--- config.mk ---
export PLATFORM = sky130hd
export DESIGN_NAME = rfseq_ctrl
export DESIGN_NICKNAME = d
export VERILOG_FILES = /design/src/rtl/rfseq_pkg.sv /design/src/rtl/rfseq_init_rom.sv /design/src/rtl/rfseq_chan_enc.sv /design/src/rtl/rfseq_settle.sv /design/src/rtl/rfseq_ctrl.sv
export SDC_FILE = /design/constraint.sdc
export NUM_CORES = 1
export LEC_CHECK = 0
export ABC_CLOCK_PERIOD_IN_PS = 6320
export BUFFER_PORTS_ARGS = -buffer_cell sky130_fd_sc_hd__buf_2
export CORE_ASPECT_RATIO = 0.75
export CORE_MARGIN = 1.5
export CORE_UTILIZATION = 50
export CTS_CLUSTER_DIAMETER = 40
export CTS_CLUSTER_SIZE = 40
export DETAILED_ROUTE_END_ITERATION = 8
export PLACE_DENSITY = 0.73
export SYNTH_ARGS = -nofsm -noshare
export SYNTH_HDL_FRONTEND = slang
export SYNTH_SLANG_ARGS = --single-unit
--- constraint.sdc ---
create_clock -name clk -period 6.32 [get_ports clk]
set_input_delay 1.58 -clock clk [delete_from_list [all_inputs] [get_ports clk]]
set_output_delay 1.58 -clock clk [all_outputs]
set_load 0.02 [all_outputs]
--- src/rtl/rfseq_pkg.sv ---
package rfseq_pkg;

    localparam int IDX_W      = 5;
    localparam int INIT_STEPS = 16;

    localparam logic [9:0] A_RF_CTRL  = 10'h036;
    localparam logic [9:0] A_CHAN_REG = 10'h200;
    localparam logic [9:0] A_RX_MODE  = 10'h000;

    localparam logic [7:0] RF_RST_SET = 8'h04;
    localparam logic [7:0] RF_RST_CLR = 8'h00;

    typedef struct packed {
        logic       lng;
        logic [9:0] addr;
        logic [7:0] data;
    } wr_cmd_t;

    typedef enum logic [1:0] {
        S_IDLE,
        S_INIT,
        S_CHAN,
        S_SETTLE
    } seq_state_t;

    typedef struct packed {
        seq_state_t       st;
        logic [IDX_W-1:0] idx;
        wr_cmd_t          cmd;
        logic             vld;
        logic             done;
        logic             err;
    } ctl_t;

endpackage

--- src/rtl/rfseq_init_rom.sv ---
module rfseq_init_rom
    import rfseq_pkg::*;
(
    input  logic [IDX_W-1:0] idx_i,
    output wr_cmd_t          cmd_o
);

    always_comb begin
        unique case (idx_i)
            5'd0:    cmd_o = '{lng: 1'b0, addr: 10'h02A, data: 8'h07};
            5'd1:    cmd_o = '{lng: 1'b0, addr: 10'h018, data: 8'h98};
            5'd2:    cmd_o = '{lng: 1'b0, addr: 10'h02E, data: 8'h95};
            5'd3:    cmd_o = '{lng: 1'b1, addr: 10'h200, data: 8'h03};
            5'd4:    cmd_o = '{lng: 1'b1, addr: 10'h201, data: 8'h01};
            5'd5:    cmd_o = '{lng: 1'b1, addr: 10'h202, data: 8'h80};
            5'd6:    cmd_o = '{lng: 1'b1, addr: 10'h206, data: 8'h90};
            5'd7:    cmd_o = '{lng: 1'b1, addr: 10'h207, data: 8'h80};
            5'd8:    cmd_o = '{lng: 1'b1, addr: 10'h208, data: 8'h10};
            5'd9:    cmd_o = '{lng: 1'b1, addr: 10'h220, data: 8'h21};
            5'd10:   cmd_o = '{lng: 1'b0, addr: 10'h03A, data: 8'h80};
            5'd11:   cmd_o = '{lng: 1'b0, addr: 10'h03F, data: 8'h60};
            5'd12:   cmd_o = '{lng: 1'b0, addr: 10'h03E, data: 8'h40};
            5'd13:   cmd_o = '{lng: 1'b0, addr: A_RF_CTRL, data: RF_RST_SET};
            5'd14:   cmd_o = '{lng: 1'b0, addr: A_RF_CTRL, data: RF_RST_CLR};
            5'd15:   cmd_o = '{lng: 1'b0, addr: A_RX_MODE, data: 8'h00};
            default: cmd_o = '{lng: 1'b0, addr: 10'h000, data: 8'h00};
        endcase
    end

endmodule

--- src/rtl/rfseq_chan_enc.sv ---
module rfseq_chan_enc #(
    parameter int CHAN_W = 5,
    parameter int CH_MIN = 11,
    parameter int CH_MAX = 26
) (
    input  logic [CHAN_W-1:0] chan_i,
    output logic              ok_o,
    output logic [7:0]        val_o
);

    logic [3:0] off;

    always_comb begin
        ok_o  = (int'(chan_i) >= CH_MIN) && (int'(chan_i) <= CH_MAX);
        off   = 4'(chan_i - CHAN_W'(CH_MIN));
        val_o = {off, 4'h3};
    end

endmodule

--- src/rtl/rfseq_settle.sv ---
module rfseq_settle #(
    parameter int CYCLES = 9600
) (
    input  logic clk,
    input  logic rst_n,
    input  logic load_i,
    output logic fire_o
);

    localparam int CYC = (CYCLES < 1) ? 1 : CYCLES;
    localparam int CW  = $clog2(CYC + 1);

    typedef struct packed {
        logic [CW-1:0] cnt;
        logic          run;
    } tmr_t;

    tmr_t q, d;

    always_comb begin
        d      = q;
        fire_o = q.run && (q.cnt == '0);
        if (load_i) begin
            d.cnt = CW'(CYC - 1);
            d.run = 1'b1;
        end else if (q.run) begin
            if (q.cnt == '0) begin
                d.run = 1'b0;
            end else begin
                d.cnt = q.cnt - 1'b1;
            end
        end
    end

    always_ff @(posedge clk or negedge rst_n) begin
        if (!rst_n) begin
            q <= '0;
        end else begin
            q <= d;
        end
    end

endmodule

--- src/rtl/rfseq_ctrl.sv ---
module rfseq_ctrl
    import rfseq_pkg::*;
#(
    parameter int CLK_HZ    = 50_000_000,
    parameter int SETTLE_US = 192,
    parameter int CHAN_W    = 5,
    parameter int CH_MIN    = 11,
    parameter int CH_MAX    = 26
) (
    input  logic              clk,
    input  logic              rst_n,
    input  logic              start_i,
    input  logic              chan_req_i,
    input  logic [CHAN_W-1:0] chan_i,
    output logic              busy_o,
    output logic              done_o,
    output logic              err_o,
    output logic              cmd_valid_o,
    output logic              cmd_long_o,
    output logic [9:0]        cmd_addr_o,
    output logic [7:0]        cmd_data_o,
    input  logic              cmd_ack_i
);

    localparam int SETTLE_CYC = (CLK_HZ / 1_000_000) * SETTLE_US;
    localparam logic [IDX_W-1:0] LAST_INIT = IDX_W'(INIT_STEPS - 1);

    ctl_t q, d;

    logic [IDX_W-1:0] rom_idx;
    wr_cmd_t          rom_cmd;
    logic             ch_ok;
    logic [7:0]       ch_val;
    logic             settle_load;
    logic             settle_fire;

    rfseq_init_rom u_rom (
        .idx_i (rom_idx),
        .cmd_o (rom_cmd)
    );

    rfseq_chan_enc #(
        .CHAN_W (CHAN_W),
        .CH_MIN (CH_MIN),
        .CH_MAX (CH_MAX)
    ) u_enc (
        .chan_i (chan_i),
        .ok_o   (ch_ok),
        .val_o  (ch_val)
    );

    rfseq_settle #(
        .CYCLES (SETTLE_CYC)
    ) u_settle (
        .clk    (clk),
        .rst_n  (rst_n),
        .load_i (settle_load),
        .fire_o (settle_fire)
    );

    always_comb begin
        rom_idx = (q.st == S_INIT) ? q.idx + 1'b1 : '0;
    end

    always_comb begin
        d           = q;
        d.done      = 1'b0;
        d.err       = 1'b0;
        settle_load = 1'b0;
        unique case (q.st)
            S_IDLE: begin
                if (start_i) begin
                    d.st  = S_INIT;
                    d.idx = '0;
                    d.cmd = rom_cmd;
                    d.vld = 1'b1;
                end else if (chan_req_i) begin
                    if (ch_ok) begin
                        d.st  = S_CHAN;
                        d.idx = '0;
                        d.cmd = '{lng: 1'b1, addr: A_CHAN_REG, data: ch_val};
                        d.vld = 1'b1;
                    end else begin
                        d.err = 1'b1;
                    end
                end
            end
            S_INIT: begin
                if (cmd_ack_i) begin
                    if (q.idx == LAST_INIT) begin
                        d.st   = S_IDLE;
                        d.vld  = 1'b0;
                        d.done = 1'b1;
                    end else begin
                        d.idx = q.idx + 1'b1;
                        d.cmd = rom_cmd;
                    end
                end
            end
            S_CHAN: begin
                if (cmd_ack_i) begin
                    d.idx = q.idx + 1'b1;
                    if (q.idx == IDX_W'(0)) begin
                        d.cmd = '{lng: 1'b0, addr: A_RF_CTRL, data: RF_RST_SET};
                    end else if (q.idx == IDX_W'(1)) begin
                        d.cmd = '{lng: 1'b0, addr: A_RF_CTRL, data: RF_RST_CLR};
                    end else begin
                        d.st        = S_SETTLE;
                        d.vld       = 1'b0;
                        settle_load = 1'b1;
                    end
                end
            end
            S_SETTLE: begin
                if (settle_fire) begin
                    d.st   = S_IDLE;
                    d.done = 1'b1;
                end
            end
            default: d.st = S_IDLE;
        endcase
    end

    always_ff @(posedge clk or negedge rst_n) begin
        if (!rst_n) begin
            q <= '{st: S_IDLE, idx: '0, cmd: '0, vld: 1'b0, done: 1'b0, err: 1'b0};
        end else begin
            q <= d;
        end
    end

    assign busy_o      = (q.st != S_IDLE);
    assign done_o      = q.done;
    assign err_o       = q.err;
    assign cmd_valid_o = q.vld;
    assign cmd_long_o  = q.cmd.lng;
    assign cmd_addr_o  = q.cmd.addr;
    assign cmd_data_o  = q.cmd.data;

endmodule

==> results of run 1 <==
-- stage by stage --
stage / power (µW) / hold WS, ps / util
2_1_floorplan: 285 / 444 / -
3_3_place_gp: 298 / 460 / 0.539
3_5_place_dp: 299 / 469 / 0.539
4_1_cts: 479 / 489 / 0.556
5_1_grt: 493 / 511 / 0.556
6_report: 476 / 478 / 0.556
-- synth_stat cells (all sizes together) (2+ instances only) --
cell type,number
o22ai,2
clkbuf,9
xor2,3
a2bb2oi,3
dfrtp,40
nand2,33
nor2b,3
nor4b,2
nor2,19
mux2i,5
a21oi,13
a211oi,3
nor3,9
nand2b,7
and2,4
o211ai,4
nor4,7
o21ai,21
a31oi,5
and3,3
or3,4
inv,22
a22o,4
buf,24
xnor2,11
mux2,3
a2111oi,3
or4,3
o31ai,6
nand3,10
o21bai,2
o41ai,4
ha,18
nor3b,4
or2,2
-- metal layers --
metal  track usage  part of all wire
met5             0                 0
met4        0.0684             0.010
met3        0.0362             0.065
met2         0.335              0.40
met1         0.343              0.52
-- state kept, by name (all words and copies together) (netlist names) --
signal and flops:
u_settle.q 15, cmd_data_o 8, q 7, cmd_addr_o 6, cmd_long_o 1, cmd_valid_o 1
done_o 1, err_o 1
-- cell families (layout without fill, tap and decap cells) --
family          after synthesis  count (layout)  synth area share
compound gates               82              82             0.206
fa+ha+maj                    18              18            0.0779
mux                           8               8            0.0290
flops                        40              40             0.346
xor+xnor                     14              14            0.0424
other cells                   1               3           0.00130
buf+inv                      55              60            0.0973
simple gates                112             112             0.200
-- area by class of cell --
| type | count | area, µm² | area share |
|---|---|---|---|
| clock inverters | 1 | 7.51 | 0.00247 |
| clock buffers | 7 | 86.3 | 0.0284 |
| repair buffers | 30 | 153 | 0.0502 |
| inverters | 22 | 82.6 | 0.0271 |
| well taps | 75 | 93.8 | 0.0309 |
| flip-flops and latches | 40 | 1000 | 0.329 |
| multi-input cells | 237 | 1620 | 0.532 |
-- worst paths after layout --
| path | from | end | slack [ps] |
|---|---|---|---|
| max in group asynchronous | rst_n | cmd_data_o[2]$_DFFE_PN0P_ | 4350 |
| max | chan_i[0] | cmd_data_o[4]$_DFFE_PN0P_ | 3080 |
| max reg2reg | q[28]$_DFFE_PN0P_ | cmd_addr_o[2]$_DFFE_PN0P_ | 3640 |
| min | cmd_data_o[7]$_DFFE_PN0P_ | cmd_data_o[7]$_DFFE_PN0P_ | 480 |
| min reg2reg | cmd_data_o[7]$_DFFE_PN0P_ | cmd_data_o[7]$_DFFE_PN0P_ | 480 |
| min in group asynchronous | rst_n | u_settle.q[2]$_DFFE_PN0P_ | 1410 |
-- power by group through the flow --
stage / registers (µW) / logic, µW / clock network, µW
floorplan: 267 / 17.9 / 0
global placement: 268 / 29.7 / 0
detailed placement: 268 / 30.2 / 0
CTS: 263 / 30.2 / 185
global route: 264 / 34.0 / 194
finish: 264 / 30.2 / 183
-- worst register-to-register path: cells and delay by family (launching register included) --
kind,cells,cell delay (ps)
AND/OR/NAND/NOR,1,330
buffers and inverters,2,270
AO/OA/AOI/OAI,4,820
adder cells (fa/ha/maj),2,780
flip-flops,1,410
==> reports/qor.yml, run 1 <==
fin_ws_ps: 3080
antennaDiodeCount: 0
grt_antenna_before_repair: 0
slew_violations: 0
max_cap_violations: 0
setup_viol: 0
timing.fmax_mhz: 308
finalHoldViolCount: 0
grtUsageTotal: 0.227
die_w_um: 90.8
finalClockSkew_ps: 9.05
stdcell_count: 412
netlist_top_cells_area: "dfrtp_1 (35%), ha_1 (7.8%), buf_4 (4.7%)"
wl_per_cell_um: 15.8
ys.flop_type: "dfrtp_1"
htreeDepth: 2
antenna_left: 0
drc: 0
mostFrequentLayoutCell: "dfrtp_1"
leakage_uw: 0.00138
grt_pass1_vias: 2235
cp_max_fo: 8
syn2layout_area_growth_pct: 5.15
clock-sinks: 40
rows: 23
worst-setup-path-type: "input port to flop"
fillerInstances: 513
synth_area_mm2: 0.00289
final_area_mm2: 0.00304
yosysWarnings: 0
combPwrFrac: 0.063
postPlaceCellArea_mm2: 0.00295
p_int_uw: 358
netSwitchingPower_uw: 119
peakVddDrop_uv: 67.9
dp.cells: 404
grt_start_max_net_pins: 41
dieHeight_um: 68.9
die_area_mm2: 0.00626
via_count: 2405
post-route-period-util: 0.513
crit_buf_inv: 2
worst_path_max_delay_cell: "o21ai_1"
syn_area_per_cell_um2: 8.77
layout_common_cells: "dfrtp_1 (40), nand2_1 (32), buf_2 (29)"
start_util: 0.529
tns_ps: 0
worstHoldPathType: "flop to flop"
status: "finished, final reports clean"
cts.repair.resized: 0
ys_ff_latch: 40
synth_edf_count: 0
ios: 33
ys_async_sr_fraction: 1.00
post_synth_num_cell_types: 57
io_buffers: 29
place_hpwl_um: 4790
worstPathCellList: "buf_2 > inv_1 > ha_1 > nand2b_1 > a311o_1 > o21ai_1 > a21oi_1 > o22a_1"
worstMarginPinSlew_ps: 918
post_cts_hold_buffer_count: 0
clk_pin_slew_ps: 80
dpl_worst_slack_ps: 2780
rsz0062_at_grt: "no"
drt_iter0_drc: 190
cts.path.max_buffers: 2
finalCriticalPeriod_ps: 3240
yosysTopAreaCellShare: 0.346
drt_first_pass_iters: 5
pwr-share-seq: 0.553
yosys.area.top_type: "dfrtp_1"
worstSetupEndpointType: "flop"
clock_latency_ps: 300
worstPathRequired_ps: 6520
nNetsFinal: 364
crit_path_start_kind: "input port"
drive_gt1_frac: 0.134
switching_share: 0.249
viasPerCell: 5.84
cts_setup_buffers: 0
overflow: 0
whs_path_depth: 2
wirelength_um: 6520
coreArea_mm2: 0.00547
cts_tree: "done"
cts_buffers: 5
clkPwrFrac: 0.383
r2r_cells: 9
globalplace.congestion: 0.954
grt_pass1_wl_um: 11100
crit_arrival_ps: 3440
seq_area_frac_synth: 0.346
max_stage_delay_ps: 440
crit_family: "compound AO/OA/AOI/OAI gates"
worstSetupPathDepth: 8
synthCells: 330
clockRootBuffer: "clkbuf_8"
relSlewSlack: 0.386
cellPowerDensity_mw_per_mm2: 157
(Power assumes the default switching activity.)
==> run 2, diff against run 1 <==
--- a/config.mk
+++ b/config.mk
@@ -5,7 +5,8 @@
 export SDC_FILE = /design/constraint.sdc
 export NUM_CORES = 1
 export LEC_CHECK = 0
-export ABC_CLOCK_PERIOD_IN_PS = 6320
+export ABC_AREA = 1
+export ABC_CLOCK_PERIOD_IN_PS = 3000
 export BUFFER_PORTS_ARGS = -buffer_cell sky130_fd_sc_hd__buf_2
 export CORE_ASPECT_RATIO = 0.75
 export CORE_MARGIN = 1.5
==> constraint.sdc (replaced) <==
create_clock -name clk -period 3 [get_ports clk]
set_input_delay 0.75 -clock clk [delete_from_list [all_inputs] [get_ports clk]]
set_output_delay 0.75 -clock clk [all_outputs]
set_load 0.02 [all_outputs]
==> run 2 against run 1 <==
Flip-flop and latch count unchanged. Core utilization down 0.97 points. Global-route usage up 0.16 points. Sequential share of layout area down 1.3 points. Highest routed layer unchanged.
==> reports/qor.yml, run 2 <==
status: "finished, final reports clean"
peakVddDrop_uv: 407
yosysWarnings: 0
antenna_left: 0
max_cap_violations: 0
largest_reg_flops: 15
dieHeight_um: 69.9
viasPerCell: 5.37
synth.most_common_cell: "nand2_1"
clk_pin_slew_ps: 80
yosysTopAreaCellShare: 0.335
syn_area_per_cell_um2: 7.10
place_hpwl_um: 5210
relSlewSlack: 0.385
post-route-period-util: 0.806
ys_async_sr_fraction: 1.00
cts.repair.resized: 0
post_synth_num_cell_types: 33
drive_gt1_frac: 0.130
path_common_cell: "inv_1"
globalplace.congestion: 0.919
cts_buffers: 5
crit_arrival_ps: 2600
seq_area_frac_synth: 0.335
clock-sinks: 40
wl_per_cell_um: 13.6
ys_ff_latch: 40
rsz0062_at_grt: "no"
tns_ps: 0
coreArea_mm2: 0.00580
clock_latency_ps: 290
timing.fmax_mhz: 414
finalClockSkew_ps: 7.02
wirelength_um: 6910
worstSetupEndpointType: "flop"
start_util: 0.516
yosys.area.top_type: "dfrtp_1"
synthCells: 421
synth_edf_count: 0
r2r_slack_ps: 580
synth_area_mm2: 0.00299
syn2layout_area_growth_pct: 6.03
leakage_uw: 0.00170
worst_r2r_startpoint: "q[28]$_DFFE_PN0P_"
r2r_cells: 14
setup_viol: 0
crit_path_start_kind: "flop"
grt_start_max_net_pins: 41
die_w_um: 92.3
cp_max_fo: 8
grt_pass1_wl_um: 11900
grt_pass1_vias: 2576
reg2reg_to: "cmd_data_o[4]$_DFFE_PN0P_"
antennaDiodeCount: 0
cts_tree: "done"
netlist_top_cells_area: "dfrtp_1 (34%), nand2_1 (14%), ha_1 (7.5%)"
crit_buf_inv: 5
drc: 0
finalHoldViolCount: 0
layout_common_cells: "nand2_1 (113), inv_1 (50), o21ai_0 (42)"
slew_violations: 0
grt_antenna_before_repair: 0
clockRootBuffer: "clkbuf_8"
drt_first_pass_iters: 5
stdcell_count: 510
crit_family: "adder cells"
mostFrequentLayoutCell: "nand2_1"
worstPathRequired_ps: 3180
io_buffers: 29
yosys-top-cells-count: "nand2_1 (113), inv_1 (50), o21ai_0 (42), dfrtp_1 (40), nand3_1 (37)"
fillerInstances: 567
rows: 24
min_to: "cmd_addr_o[4]$_DFFE_PN0P_"
cts.path.max_buffers: 2
htreeDepth: 2
post_cts_hold_buffer_count: 0
worstHoldPathType: "flop to flop"
worst-setup-path-type: "flop to flop"
whs_path_depth: 2
drt_iter0_drc: 232
max_stage_delay_ps: 420
utilization: 0.547
worstMarginPinSlew_ps: 923
via_count: 2737
dp.cells: 503
cts_setup_buffers: 0
overflow: 0
worstPathCellList: "inv_1 > ha_1 > inv_1 > nor2_2 > inv_1 > ha_1 > inv_1 > nand2_1 > inv_1 > nand2_1 > nand3_1 > o21ai_0 > nand2_1 > nand2_1"
worst_path_max_delay_cell: "dfrtp_1"
finalCriticalPeriod_ps: 2420
min_from: "cmd_addr_o[4]$_DFFE_PN0P_"
cellPowerDensity_mw_per_mm2: 877
nNetsFinal: 460
die_area_mm2: 0.00645
regMostFlops: "u_settle.q"
ys.flop_type: "dfrtp_1"
grtUsageTotal: 0.229
ios: 33
-- run 2: changes by cell type after synthesis, moves of 6 or more --
| cell | change |
|---|---|
| o21ai_0 | +22 |
| nor4_1 | -7 |
| clkbuf_1 | -7 |
| nand3_1 | +27 |
| o31ai_1 | -6 |
| nand2b_1 | -7 |
| nand2_1 | +81 |
| inv_1 | +28 |
| xnor2_1 | -11 |
| nor2_1 | +12 |
-- run 2: final cells by class --
type / count / area [µm²] / share of cell area
multi-input combinational: 304 / 1600 / 0.504
sequential: 40 / 1000 / 0.316
inverter: 51 / 191 / 0.0604
timing repair buffer: 30 / 153 / 0.0482
tap: 78 / 97.6 / 0.0308
clock buffer: 5 / 68.8 / 0.0217
clock inverter: 2 / 60.1 / 0.0190
-- run 2: power by group --
group	switching, µW	internal, µW	total [µW]
registers	142	723	865
clock network	186	328	513
logic	946	454	1400
-- run 2: metal layers --
metal,GRT usage,share of wire,vias up
li1,-,-,1355
met1,0.346,0.51,1286
met2,0.346,0.43,92
met3,0.0381,0.054,4
met4,0.0444,0.0056,0
met5,0,0,-
-- run 2: worst register-to-register path: stages, from the launching register on --
cell	delay, ps
dfrtp_1	420
inv_1	100
ha_1	340
inv_1	170
nor2_2	280
inv_1	140
ha_1	310
inv_1	60
nand2_1	40
inv_1	80
nand2_1	60
nand3_1	110
o21ai_0	90
nand2_1	70
nand2_1	40
-- run 2: worst max-delay path by stage --
stage                            startpoint                         to  slack, ps  cells after the start
after floorplan           q[28]$_DFFE_PN0P_  cmd_data_o[4]$_DFFE_PN0P_       1050                     15
after global placement            chan_i[0]          q[25]$_DFFE_PN0P_        740                     14
after detailed placement  q[28]$_DFFE_PN0P_  cmd_data_o[4]$_DFFE_PN0P_        660                     14
after CTS                 q[28]$_DFFE_PN0P_  cmd_data_o[4]$_DFFE_PN0P_        620                     14
after global routing      q[28]$_DFFE_PN0P_  cmd_data_o[4]$_DFFE_PN0P_        380                     14
final                     q[28]$_DFFE_PN0P_  cmd_data_o[4]$_DFFE_PN0P_        580                     14
-- run 2: cells by family after synthesis --
logic type	synth area share
DFF	0.335
buffers and inverters	0.133
other	0.00126
adders and majority gates	0.0754
AOI/OAI and AO/OA	0.121
xor gates and xnor gates	0.00880
and+or+nand+nor	0.325
-- run 2: stage by stage --
| stage | setup slack [ps] | area, µm² | hold WS [ps] | power (µW) |
|---|---|---|---|---|
| 2_1_floorplan | 1050 | 3000 | 454 | 2030 |
| 3_3_place_gp | 741 | 3040 | 493 | 2250 |
| 3_5_place_dp | 661 | 3040 | 492 | 2260 |
| 4_1_cts | 620 | 3170 | 515 | 2790 |
| 5_1_grt | 383 | 3170 | 540 | 3020 |
| 6_report | 583 | 3170 | 510 | 2780 |
==> run 3, diff against run 2 <==
--- a/config.mk
+++ b/config.mk
@@ -6,7 +6,7 @@
 export NUM_CORES = 1
 export LEC_CHECK = 0
 export ABC_AREA = 1
-export ABC_CLOCK_PERIOD_IN_PS = 3000
+export ABC_CLOCK_PERIOD_IN_PS = 2040
 export BUFFER_PORTS_ARGS = -buffer_cell sky130_fd_sc_hd__buf_2
 export CORE_ASPECT_RATIO = 0.75
 export CORE_MARGIN = 1.5
@@ -14,7 +14,7 @@
 export CTS_CLUSTER_DIAMETER = 40
 export CTS_CLUSTER_SIZE = 40
 export DETAILED_ROUTE_END_ITERATION = 8
-export PLACE_DENSITY = 0.73
+export PLACE_DENSITY = 0.75
 export SYNTH_ARGS = -nofsm -noshare
 export SYNTH_HDL_FRONTEND = slang
 export SYNTH_SLANG_ARGS = --single-unit
==> constraint.sdc (replaced) <==
create_clock -name clk -period 2.04 [get_ports clk]
set_input_delay 0.51 -clock clk [delete_from_list [all_inputs] [get_ports clk]]
set_output_delay 0.51 -clock clk [all_outputs]
set_load 0.02 [all_outputs]
==> run 3 against run 2 <==
Largest cell class unchanged. Hold slack got worse by 250 ps. First-iteration DRC count decreased by 32%. Flip-flop and latch count unchanged. Critical path depth decreased by 5. Largest power group unchanged. Count of clock-buffer cells in the layout unchanged.
==> reports/qor.yml, run 3 (same netlist as run 2, synthesis figures left out) <==
clock-sinks: 40
crit_arrival_ps: 2080
max_cap_violations: 0
mostFrequentLayoutCell: "nand2_1"
cts_buffers: 5
leakage_uw: 0.00179
die_w_um: 92.3
status: "finished, final reports clean"
r2r_slack_ps: 150
slew_violations: 0
clockRootBuffer: "clkbuf_8"
die_area_mm2: 0.00645
cts_tree: "done"
reg2reg_to: "cmd_addr_o[2]$_DFFE_PN0P_"
cts.path.max_buffers: 2
syn2layout_area_growth_pct: 11.2
drive_gt1_frac: 0.191
cp_max_fo: 8
drc: 0
coreArea_mm2: 0.00580
worstPathRequired_ps: 2230
htreeDepth: 2
wirelength_um: 7280
drt_first_pass_iters: 5
antennaDiodeCount: 0
overflow: 0
clock_latency_ps: 310
post-route-period-util: 0.927
finalHoldViolCount: 0
nNetsFinal: 477
ios: 33
worstMarginPinSlew_ps: 528
worst_r2r_startpoint: "q[22]$_DFFE_PN0P_"
grt_antenna_before_repair: 0
regMostFlops: "u_settle.q"
antenna_left: 0
r2r_cells: 9
largest_reg_flops: 15
clk_pin_slew_ps: 90
setup_viol: 0
viasPerCell: 5.26
layout_common_cells: "nand2_1 (111), inv_1 (47), o21ai_0 (42)"
rows: 24
relSlewSlack: 0.648
cellPowerDensity_mw_per_mm2: 1250
grt_pass1_wl_um: 11700
grt_pass1_vias: 2506
finalClockSkew_ps: 12.6
hold_ws_ps: 263
grt_start_max_net_pins: 41
peakVddDrop_uv: 537
worst-setup-path-type: "flop to flop"
start_util: 0.516
finalCriticalPeriod_ps: 1890
place_hpwl_um: 5140
grtUsageTotal: 0.230
globalplace.congestion: 0.943
tns_ps: 0
io_buffers: 29
wl_per_cell_um: 13.8
crit_path_start_kind: "flop"
post_cts_hold_buffer_count: 0
timing.fmax_mhz: 529
via_count: 2779
dieHeight_um: 69.9
drt_iter0_drc: 158
worstHoldPathType: "input port to asynchronous set/reset pin"
worstSetupEndpointType: "flop"
run 3: cell count changes in the layout (fill, tap and decap cells not counted), moves of 2 or more:
cell,previous run,this run
buf_4,1,16
bufinv_16,2,0
clkinv_2,0,2
dfrtp_1,40,38
dfrtp_2,0,2
ha_1,18,15
ha_4,0,2
inv_1,50,47
inv_2,1,4
nand2_1,113,111
nand3_2,2,4
run 3: final cells by class:
type	count	area (µm²)
well taps	78	97.6
repair buffers	46	285
flip-flops and latches	40	1000
clock buffers	5	68.8
fillers	538	2470
multi-input cells	305	1660
clock inverters	3	18.8
inverters	51	191
run 3: power breakdown:
group / switching [µW] / internal, µW
Sequential: 210 / 1060
Combinational: 1500 / 830
Clock: 312 / 239
run 3: what timing repair did:
action / CTS / global route
endpoints found under the setup margin: 0 / 17
buffers inserted: 0 / 4
gates resized for setup: 0 / 15
run 3: worst max-delay path by stage:
stage	slack (ps)	cells after the start	from	end
3_5_place_dp	30	13	q[22]$_DFFE_PN0P_	cmd_addr_o[2]$_DFFE_PN0P_
5_1_grt	-10	14	q[28]$_DFFE_PN0P_	cmd_data_o[4]$_DFFE_PN0P_
4_1_cts	4	13	q[22]$_DFFE_PN0P_	cmd_addr_o[2]$_DFFE_PN0P_
6_report	150	9	q[22]$_DFFE_PN0P_	cmd_addr_o[2]$_DFFE_PN0P_
2_1_floorplan	90	15	q[28]$_DFFE_PN0P_	cmd_data_o[4]$_DFFE_PN0P_
3_3_place_gp	30	11	q[22]$_DFFE_PN0P_	cmd_data_o[6]$_DFFE_PN0P_
run 3: worst max-delay path: stages (launching register included):
cell	delay [ps]
dfrtp_2	450
ha_1	220
nand2_1	80
nor2_1	50
ha_1	190
nand2_2	140
nand3_4	210
buf_4	200
o21ai_0	160
nand2_1	80
run 3: per-layer routing:
| metal | share of wire | up-vias | global-route usage |
|---|---|---|---|
| met2 | 0.43 | 90 | 0.354 |
| met4 | 0.0067 | 0 | 0.0496 |
| li1 | - | 1392 | - |
| met5 | 0 | - | 0 |
| met1 | 0.50 | 1292 | 0.336 |
| met3 | 0.059 | 5 | 0.0436 |
run 3: metrics by stage:
| stage | worst slack, ps | std cells | total power, µW | utilization | instance area (µm²) |
|---|---|---|---|---|---|
| after floorplan | 93.8 | 423 | 2980 | - | 3000 |
| after global placement | 25.5 | 515 | 3400 | 0.542 | 3140 |
| after detailed placement | 25.4 | 515 | 3440 | 0.542 | 3140 |
| after CTS | 3.56 | 523 | 4010 | 0.557 | 3230 |
| after global routing | -14.8 | 528 | 4510 | 0.573 | 3320 |
| final | 149 | 528 | 4150 | 0.573 | 3320 |
